<file path="src/rtl/ctl_alu_pkg.sv">
package ctl_alu_pkg;

  typedef enum logic [1:0] {
    UNIT_ARITH = 2'b00,
    UNIT_SHIFT = 2'b01,
    UNIT_LOGIC = 2'b10,
    UNIT_RSVD  = 2'b11
  } unit_e;

  typedef enum logic [1:0] {
    SHK_LOGICAL = 2'b00,
    SHK_ARITH   = 2'b01,
    SHK_ROTATE  = 2'b10,
    SHK_RSVD    = 2'b11
  } shift_kind_e;

endpackage

</file>
<file path="src/rtl/ctl_alu_addsub.sv">
module ctl_alu_addsub #(
  parameter int W = 32
) (
  input  logic [W-1:0] opa,
  input  logic [W-1:0] opb,
  input  logic         sub,
  output logic [W-1:0] sum
);
  logic [W-1:0] opb_cond;

  // Two's complement subtraction: invert the second operand and add a carry-in of 1.
  assign opb_cond = opb ^ {W{sub}};
  assign sum      = opa + opb_cond + {{(W-1){1'b0}}, sub};
endmodule

</file>
<file path="src/rtl/ctl_alu_logic.sv">
module ctl_alu_logic #(
  parameter int W = 32
) (
  input  logic [W-1:0] opa,
  input  logic [W-1:0] opb,
  input  logic [3:0]   fn,
  output logic [W-1:0] res
);
  // Each bit looks up its own truth-table entry, indexed by {a, b}.
  for (genvar i = 0; i < W; i++) begin : g_bit
    assign res[i] = fn[{opa[i], opb[i]}];
  end
endmodule

</file>
<file path="src/rtl/ctl_alu_shifter.sv">
module ctl_alu_shifter
  import ctl_alu_pkg::*;
#(
  parameter int W = 32
) (
  input  logic [W-1:0] src,
  input  logic [W-1:0] amt,
  input  logic [1:0]   kind,
  output logic [W-1:0] res
);
  localparam int SHW = $clog2(W);

  function automatic logic [W-1:0] bit_rev(input logic [W-1:0] v);
    logic [W-1:0] r;
    for (int k = 0; k < W; k++) r[k] = v[W-1-k];
    return r;
  endfunction

  shift_kind_e    kind_e;
  logic           go_left;
  logic [W-1:0]   amt_neg;
  logic [SHW-1:0] mag;
  logic           fill;
  logic           rot;
  logic [W-1:0]   stg [0:SHW];

  assign kind_e  = shift_kind_e'(kind);
  assign go_left = amt[W-1];
  assign amt_neg = -amt;
  assign mag     = go_left ? amt_neg[SHW-1:0] : amt[SHW-1:0];
  assign rot     = (kind_e == SHK_ROTATE);
  assign fill    = (kind_e == SHK_ARITH) && !go_left && src[W-1];

  // Left shifts reuse the right-shift network on a bit-reversed word.
  assign stg[0] = go_left ? bit_rev(src) : src;

  for (genvar i = 0; i < SHW; i++) begin : g_stage
    localparam int S = 1 << i;
    logic [W-1:0] moved;
    assign moved      = rot ? {stg[i][S-1:0], stg[i][W-1:S]}
                            : {{S{fill}}, stg[i][W-1:S]};
    assign stg[i+1]   = mag[i] ? moved : stg[i];
  end

  always_comb begin
    if (kind_e == SHK_RSVD) res = '0;
    else if (go_left)       res = bit_rev(stg[SHW]);
    else                    res = stg[SHW];
  end
endmodule

</file>
<file path="src/rtl/ctl_alu.sv">
module ctl_alu
  import ctl_alu_pkg::*;
#(
  parameter int W     = 32,
  parameter int IMM_W = 8
) (
  input  logic [W-1:0]     x_opnd,
  input  logic [W-1:0]     y_opnd,
  input  logic [IMM_W-1:0] imm_val,
  input  logic             imm_en,
  input  logic [1:0]       unit_sel,
  input  logic             sub_mode,
  input  logic [3:0]       logic_fn,
  input  logic [1:0]       shift_kind,
  input  logic             alu_en,
  output logic [W-1:0]     z_data,
  output logic             z_drive
);
  localparam int EXT_W = W - IMM_W;

  logic [W-1:0] imm_ext;
  logic [W-1:0] y_eff;
  logic [W-1:0] r_arith;
  logic [W-1:0] r_shift;
  logic [W-1:0] r_logic;
  logic [W-1:0] r_sel;
  unit_e        unit;

  assign imm_ext = {{EXT_W{imm_val[IMM_W-1]}}, imm_val};
  assign y_eff   = imm_en ? imm_ext : y_opnd;
  assign unit    = unit_e'(unit_sel);

  ctl_alu_addsub #(.W(W)) u_arith (
    .opa (x_opnd),
    .opb (y_eff),
    .sub (sub_mode),
    .sum (r_arith)
  );

  ctl_alu_shifter #(.W(W)) u_shift (
    .src  (x_opnd),
    .amt  (y_eff),
    .kind (shift_kind),
    .res  (r_shift)
  );

  ctl_alu_logic #(.W(W)) u_logic (
    .opa (x_opnd),
    .opb (y_eff),
    .fn  (logic_fn),
    .res (r_logic)
  );

  always_comb begin
    unique case (unit)
      UNIT_ARITH: r_sel = r_arith;
      UNIT_SHIFT: r_sel = r_shift;
      UNIT_LOGIC: r_sel = r_logic;
      default:    r_sel = '0;
    endcase
  end

  assign z_data  = alu_en ? r_sel : '0;
  assign z_drive = alu_en;
endmodule

</file>
<file path="config.mk">
export PLATFORM = sky130hd
export DESIGN_NAME = ctl_alu
export DESIGN_NICKNAME = d
export VERILOG_FILES = /design/src/rtl/ctl_alu_pkg.sv /design/src/rtl/ctl_alu_addsub.sv /design/src/rtl/ctl_alu_logic.sv /design/src/rtl/ctl_alu_shifter.sv /design/src/rtl/ctl_alu.sv
export SDC_FILE = /design/constraint.sdc
export NUM_CORES = 1
export LEC_CHECK = 0
export BUFFER_PORTS_ARGS = -buffer_cell sky130_fd_sc_hd__buf_2
export CORE_MARGIN = 2
export CORE_UTILIZATION = 40
export DETAILED_ROUTE_END_ITERATION = 10
export PLACE_DENSITY = 0.68
export SLEW_MARGIN = 5
export SYNTH_ARGS = -nofsm -noshare
export SYNTH_HDL_FRONTEND = slang
export SYNTH_SLANG_ARGS = --single-unit
</file>
<file path="constraint.sdc">
create_clock -name vclk -period 6.2
set_clock_uncertainty 0.2 [all_clocks]
set_input_delay 0.93 -clock vclk [all_inputs]
set_output_delay 0.93 -clock vclk [all_outputs]
set_load 0.02 [all_outputs]
</file>
# [After elaboration in Yosys (flattened, before gate mapping)]
# Cells that the tools add are included.
# Widths: inputs -> output; s select.
[word_totals] regBits=0 word_cells=126
[op_classes] add_sub_neg=3 n_lt_le_gt_ge=32 n_eq_ne=5 muxes=81 bitwise=1 reduce_logical=4
[op_table] cell="$mux 32" n=15
[op_table] cell="$lt 2x3->1 const B" n=32
[op_table] cell="$pmux 32 s3" n=1
[op_table] cell="$bmux 1 s2" n=32
[op_table] cell="$add 32x1->32" n=1
[op_table] cell="$add 32x32->32" n=1
[op_table] cell="$mux 1" n=32
[op_table] cell="$xor 32x32->32" n=1
[op_table] cell="$eq 2x2->1 const B" n=3
[op_table] cell="$mux 5" n=1
[op_table] cell="$neg 5->5" n=1
[op_table] cell="$eq 2x1->1 const B" n=2
[op_table] cell="$logic_and 1x1->1" n=2
[op_table] cell="$logic_not 2->1" n=1
[op_table] cell="$logic_not 1->1" n=1

# [Longest topological paths before layout]
[logic_depth] word_depth=18 ltp_mapped=19 mapped_depth_nobuf=14

# [Cells and area by module]
# Synthesis repeated with hierarchy kept, for this count alone.
[hier_totals] hier_cells=1039 hier_area_um2=8112.8
[by_module_without_submodules] mod="ctl_alu_shifter" instances=1 cells_per_inst=501 area_per_inst_um2=3873.7
[by_module_without_submodules] mod="ctl_alu_addsub" instances=1 cells_per_inst=285 area_per_inst_um2=2075.7
[by_module_without_submodules] mod="ctl_alu" instances=1 cells_per_inst=209 area_per_inst_um2=1382.6
[by_module_without_submodules] mod="ctl_alu_logic" instances=1 cells_per_inst=44 area_per_inst_um2=780.7

# [Worst setup path after synthesis]
# Ideal clock, no wire load.
[synth_timing] kind="input to output" start="in imm_en" end="out z_data[29]" arrival_time_ns=4.827 required_ns=5.070 slack_ns=0.243 cell_stages=17 n_path_buf=5 path_cell_list="buf_6 mux2_2 inv_1 buf_2 buf_2 buf_1 ha_1 a211oi_4 buf_4 mux2_1 a21oi_1 a21oi_1 a21o_1 mux4_2 a22oi_1 o22a_1 o21ai_1"
[synth_via] elab_chain_len=16 elab_cells_between_ends=26 classes_between="3 x add/sub; 19 x mux; 1 x bitwise; 3 x reduce/logical"
[synth_lines] item="start: declaration" line_no="ctl_alu.sv:10" rtl="input logic imm_en,"
[synth_lines] item="$mux 32 (*)" line_no="ctl_alu.sv:30" rtl="assign y_eff = imm_en ? imm_ext : y_opnd;"
[synth_lines] item="parallel branches: the longest is 13 deep, another holds $add 32x32->32"
[synth_lines] item="$pmux 32 s3 (*)" line_no="ctl_alu.sv:55" rtl="unique case (unit)"
[synth_lines] item="$mux 32 (*)" line_no="ctl_alu.sv:63" rtl="assign z_data = alu_en ? r_sel : '0;"
[synth_lines] item="end: declaration" line_no="ctl_alu.sv:16" rtl="output logic [W-1:0] z_data,"
# Mark *: on every way between the ends. The select of a mux whose other input is x is not followed.

# [Worst setup path in the final report]
[layout_timing] start="in imm_en" end="out z_data[22]"
[layout_via] elab_chain_len=17 elab_cells_between_ends=26 classes_between="3 x add/sub; 19 x mux; 1 x bitwise; 3 x reduce/logical"
[layout_lines] item="$mux 32 (*)" line_no="ctl_alu.sv:30"
[layout_lines] item="parallel branches: the longest is 14 deep, another holds $add 32x32->32"
[layout_lines] item="$pmux 32 s3 (*)" line_no="ctl_alu.sv:55"
[layout_lines] item="$mux 32 (*)" line_no="ctl_alu.sv:63"
# Marked as above.

==> results.md <==
Run status:
- The run finished with clean final reports.

Finish:
- The register area is 0 µm².
- The layout has 0 clock buffers.
- The final layout contains 1123 nets.
- The number of flip-flops and latches is 0.
- The repair_antennas step left the layout with diodes totalling 0.
- The fill cell instance count of the final layout is 1695.
- The area growth from synthesis to layout is 11.5%.
- The final cell area excluding filler cells is 7350 µm².
- The final cell count without fillers is 1215.
- The fraction of layout cells with a size suffix above 1 is 21.1%.

Route:
- After detailed routing, the number of vias per cell comes to 6.55.
- The routed wire length per instance is 22.1 µm.
- The first-pass iteration count of the detailed router is 6.
- After detailed routing, the total wire length is 26900 µm.
- For this block, the initial DRC count from the detailed router was 1026.
- The number of DRC violations after detailed routing is 0.
- Once detail routing completed, the nets flagged for antenna violations numbered 0.
- The detailed router placed 7964 vias in this run.

Setup path:
- Traced cell by cell, the critical path runs through buf_2 > buf_4 > mux2i_1 > ha_1 > nor2b_1 > xnor2_1 > mux2_2 > a21oi_1 > mux2i_1 > mux2i_1 > a221o_1 > a22oi_1 > o21ai_0 > buf_2.
- STA classifies the critical path startpoint as an input pin.
- The type of the worst setup path is in -> out.
- Data on the critical path is required at its endpoint by 5.07 ns.
- For this run, the slowest stage of the critical path takes 0.59 ns.
- The critical-path maximum fanout is 29.
- STA puts the critical path data arrival time at 4.75 ns.
- STA classifies the critical path endpoint as an output pin.
- The most numerous cell type found on the critical path is mux2i_1.
- The standard cell with the maximum stage delay on the critical path is mux2_2.

Die:
- The area of the core is 16000 µm².
- The number of ports placed on the die boundary is 116.
- The die width is 132 µm.
- The die boundary height is 132 µm.
- The row count is 46.
- The starting density of the core is 41.2%.
- The die area is 17500 µm².

Min path:
- The min-delay analysis places its worst path in the category in -> out.
- The depth of the worst hold-timing path is 2.

GRT:
- Global routing finished with a remaining overflow of 0.
- Entering global routing, the biggest net connects 57 pins.
- The via count of the first global-routing pass is 7084.
- The initial antenna violation count is 2.
- Global routing used 29.1% of the available tracks across all layers.
- The global-route wire length before repair is 41000 µm.

STA:
- After routing, the total negative slack on setup checks comes to 0 ns.
- The number of endpoints failing setup at the final stage is 0.
- Counting I/O delays and the setup requirement, the final critical path takes 5.88 ns.
- The worst slew margin relative to its limit is 42.0%.
- The tightest hold path in the finished design has a slack of 1.96 ns.
- The number of failing hold endpoints at the final stage is 0.
- The final count of pins violating max slew came to 0.
- Setup repair after global routing left no endpoint under its margin.
- Derived from the worst setup path, the maximum achievable clock frequency is 0.170 GHz.
- At the pin with the least slew margin, the transition time is 0.870 ns.
- The fraction of the cycle the final worst path needs is 94.9%.

Power:
- The leakage power figure is 3.15 nW.
- In this run switching power makes up 61.0% of total power.
- Sequential cells burn 0% of the power.
- The share of power burned in the clock network is 0%.
- The analysis attributes to net switching a power of 747 µW.
- The share of total power dissipated in combinational logic is 100.0%.
- VDD sags by at most 0.0000639 V.
- The internal power summed over all cells is 479 µW.
- The total power divided by cell area is 167 nW/µm².
- The completed layout was analyzed and its total power is 1.23 mW.

Placement:
- The HPWL reported at the end of detailed placement is 21200 µm.
- The number of cells in the design after placement is 1215.
- The area of placed instances is 7350 µm².
- The number of input and output port buffers inserted is 116.
- The weighted congestion reported at the end of routability-driven placement is 1.02.

Yosys:
- The cell count after synthesis is 937.
- The average instance in the mapped netlist occupies 7.03 µm².
- In this run the cell area of the synthesized design comes to 6590 µm².
- For this run, the number of Yosys warnings is 0.
- The synthesized netlist contains 71 unique library cells.
- When the netlist entered floorplanning its net count stood at 1059.
- The post-synthesis sequential area ratio is 0%.

Flow run:
- The max-capacitance violation count is 0.

Clocking:
- Once the clock tree was built, the resizer swapped 0 gates to a different size.
- The number of buffers inserted for hold repair after clock tree synthesis is 0.
- After clock tree synthesis, the setup repair step added 0 buffers.
synthesized netlist by cell type, drive strengths merged (2+ instances only):
cell type,instances,area (µm²)
a21oi,142,714
nand2,137,514
mux2i,67,671
nor2,52,195
xnor2,48,420
o21ai,47,235
clkbuf,45,169
ha,38,475
nor3,36,185
mux4,35,788
buf,33,185
a21o,24,180
mux2,24,274
a211oi,18,153
xor2,17,149
nand3,16,80.1
inv,12,45.0
a221oi,11,96.3
a22oi,11,82.6
o221ai,11,96.3
o21a,8,60.1
a31oi,7,43.8
nand4,7,43.8
o211ai,7,52.6
a22o,6,52.6
nor2b,6,37.5
o22ai,6,37.5
a211o,5,43.8
nand2b,5,31.3
a221o,4,40.0
nor3b,4,30.0
o22a,4,35.0
o31ai,4,30.0
or2,4,25.0
a31o,3,26.3
o21bai,3,22.5
or3,3,18.8
a21boi,2,15.0
a311oi,2,23.8
and2,2,12.5
and4,2,17.5
nand3b,2,15.0
o311ai,2,17.5
o32ai,2,17.5
cell type report:
type | instances | area, µm² | share of cell area, %
inverters | 12 | 45.0 | 0.613
multi-input cells | 847 | 6220 | 84.7
repair buffers | 140 | 811 | 11.0
well taps | 216 | 270 | 3.68
critical path: cells and delay by family:
kind / cells / cell delay, ns
compound gates: 4 / 0.99
xor+xnor: 1 / 0.22
fa+ha+maj: 1 / 0.29
buf+inv: 3 / 0.64
mux: 4 / 1.60
simple gates: 1 / 0.07
layout by cell type (no fill, tap or decap), drive strengths merged, types with 4 or more instances in the layout:
cell type,Yosys,routed
a211oi,18,18
o22a,4,4
a31oi,7,7
or2,4,4
mux2,24,24
nor3,36,36
o21ai,47,47
o221ai,11,11
buf,33,140
nor3b,4,4
nand2b,5,5
mux2i,67,67
o21a,8,8
xor2,17,17
ha,38,38
o31ai,4,4
a221oi,11,11
xnor2,48,48
a211o,5,5
o22ai,6,6
nand3,16,16
nor2b,6,6
nand2,137,137
a22o,6,6
a221o,4,4
a21oi,142,142
inv,12,12
mux4,35,35
a22oi,11,11
nand4,7,7
a21o,24,24
o211ai,7,7
nor2,52,52
final timing paths:
check             startpoint    endpoint  slack (ns)
setup / recovery      imm_en  z_data[22]        0.32
hold / removal        alu_en     z_drive        1.96
per-layer routing:
layer  global-route usage [%]  wire [µm]
met1                     41.5      11400
met2                     43.1      11100
met3                     6.04       3020
met4                     10.3       1240
met5                        0         11
power by group through the flow:
stage	clock network, mW	logic [mW]	registers (mW)
final	0	1.23	0
after global routing	0	1.31	0
after CTS	0	1.19	0
after detailed placement	0	1.19	0
after global placement	0	1.18	0
after floorplan	0	0.865	0
metrics by stage:
stage                     utilization (%)  worst slack (ns)
after floorplan                         -             0.243
after global placement               45.9             0.462
after detailed placement             45.9             0.410
after CTS                            45.9             0.385
after global routing                 45.9            0.0478
final                                45.9             0.316
cell families after synthesis:
group / synth area share (%)
buffers and inverters: 6.06
AO/OA/AOI/OAI: 32.8
multiplexers: 26.3
adder cells (fa/ha/maj): 7.52
AND/OR/NAND/NOR: 18.7
XOR/XNOR: 8.64
(Power assumes the default switching activity.)
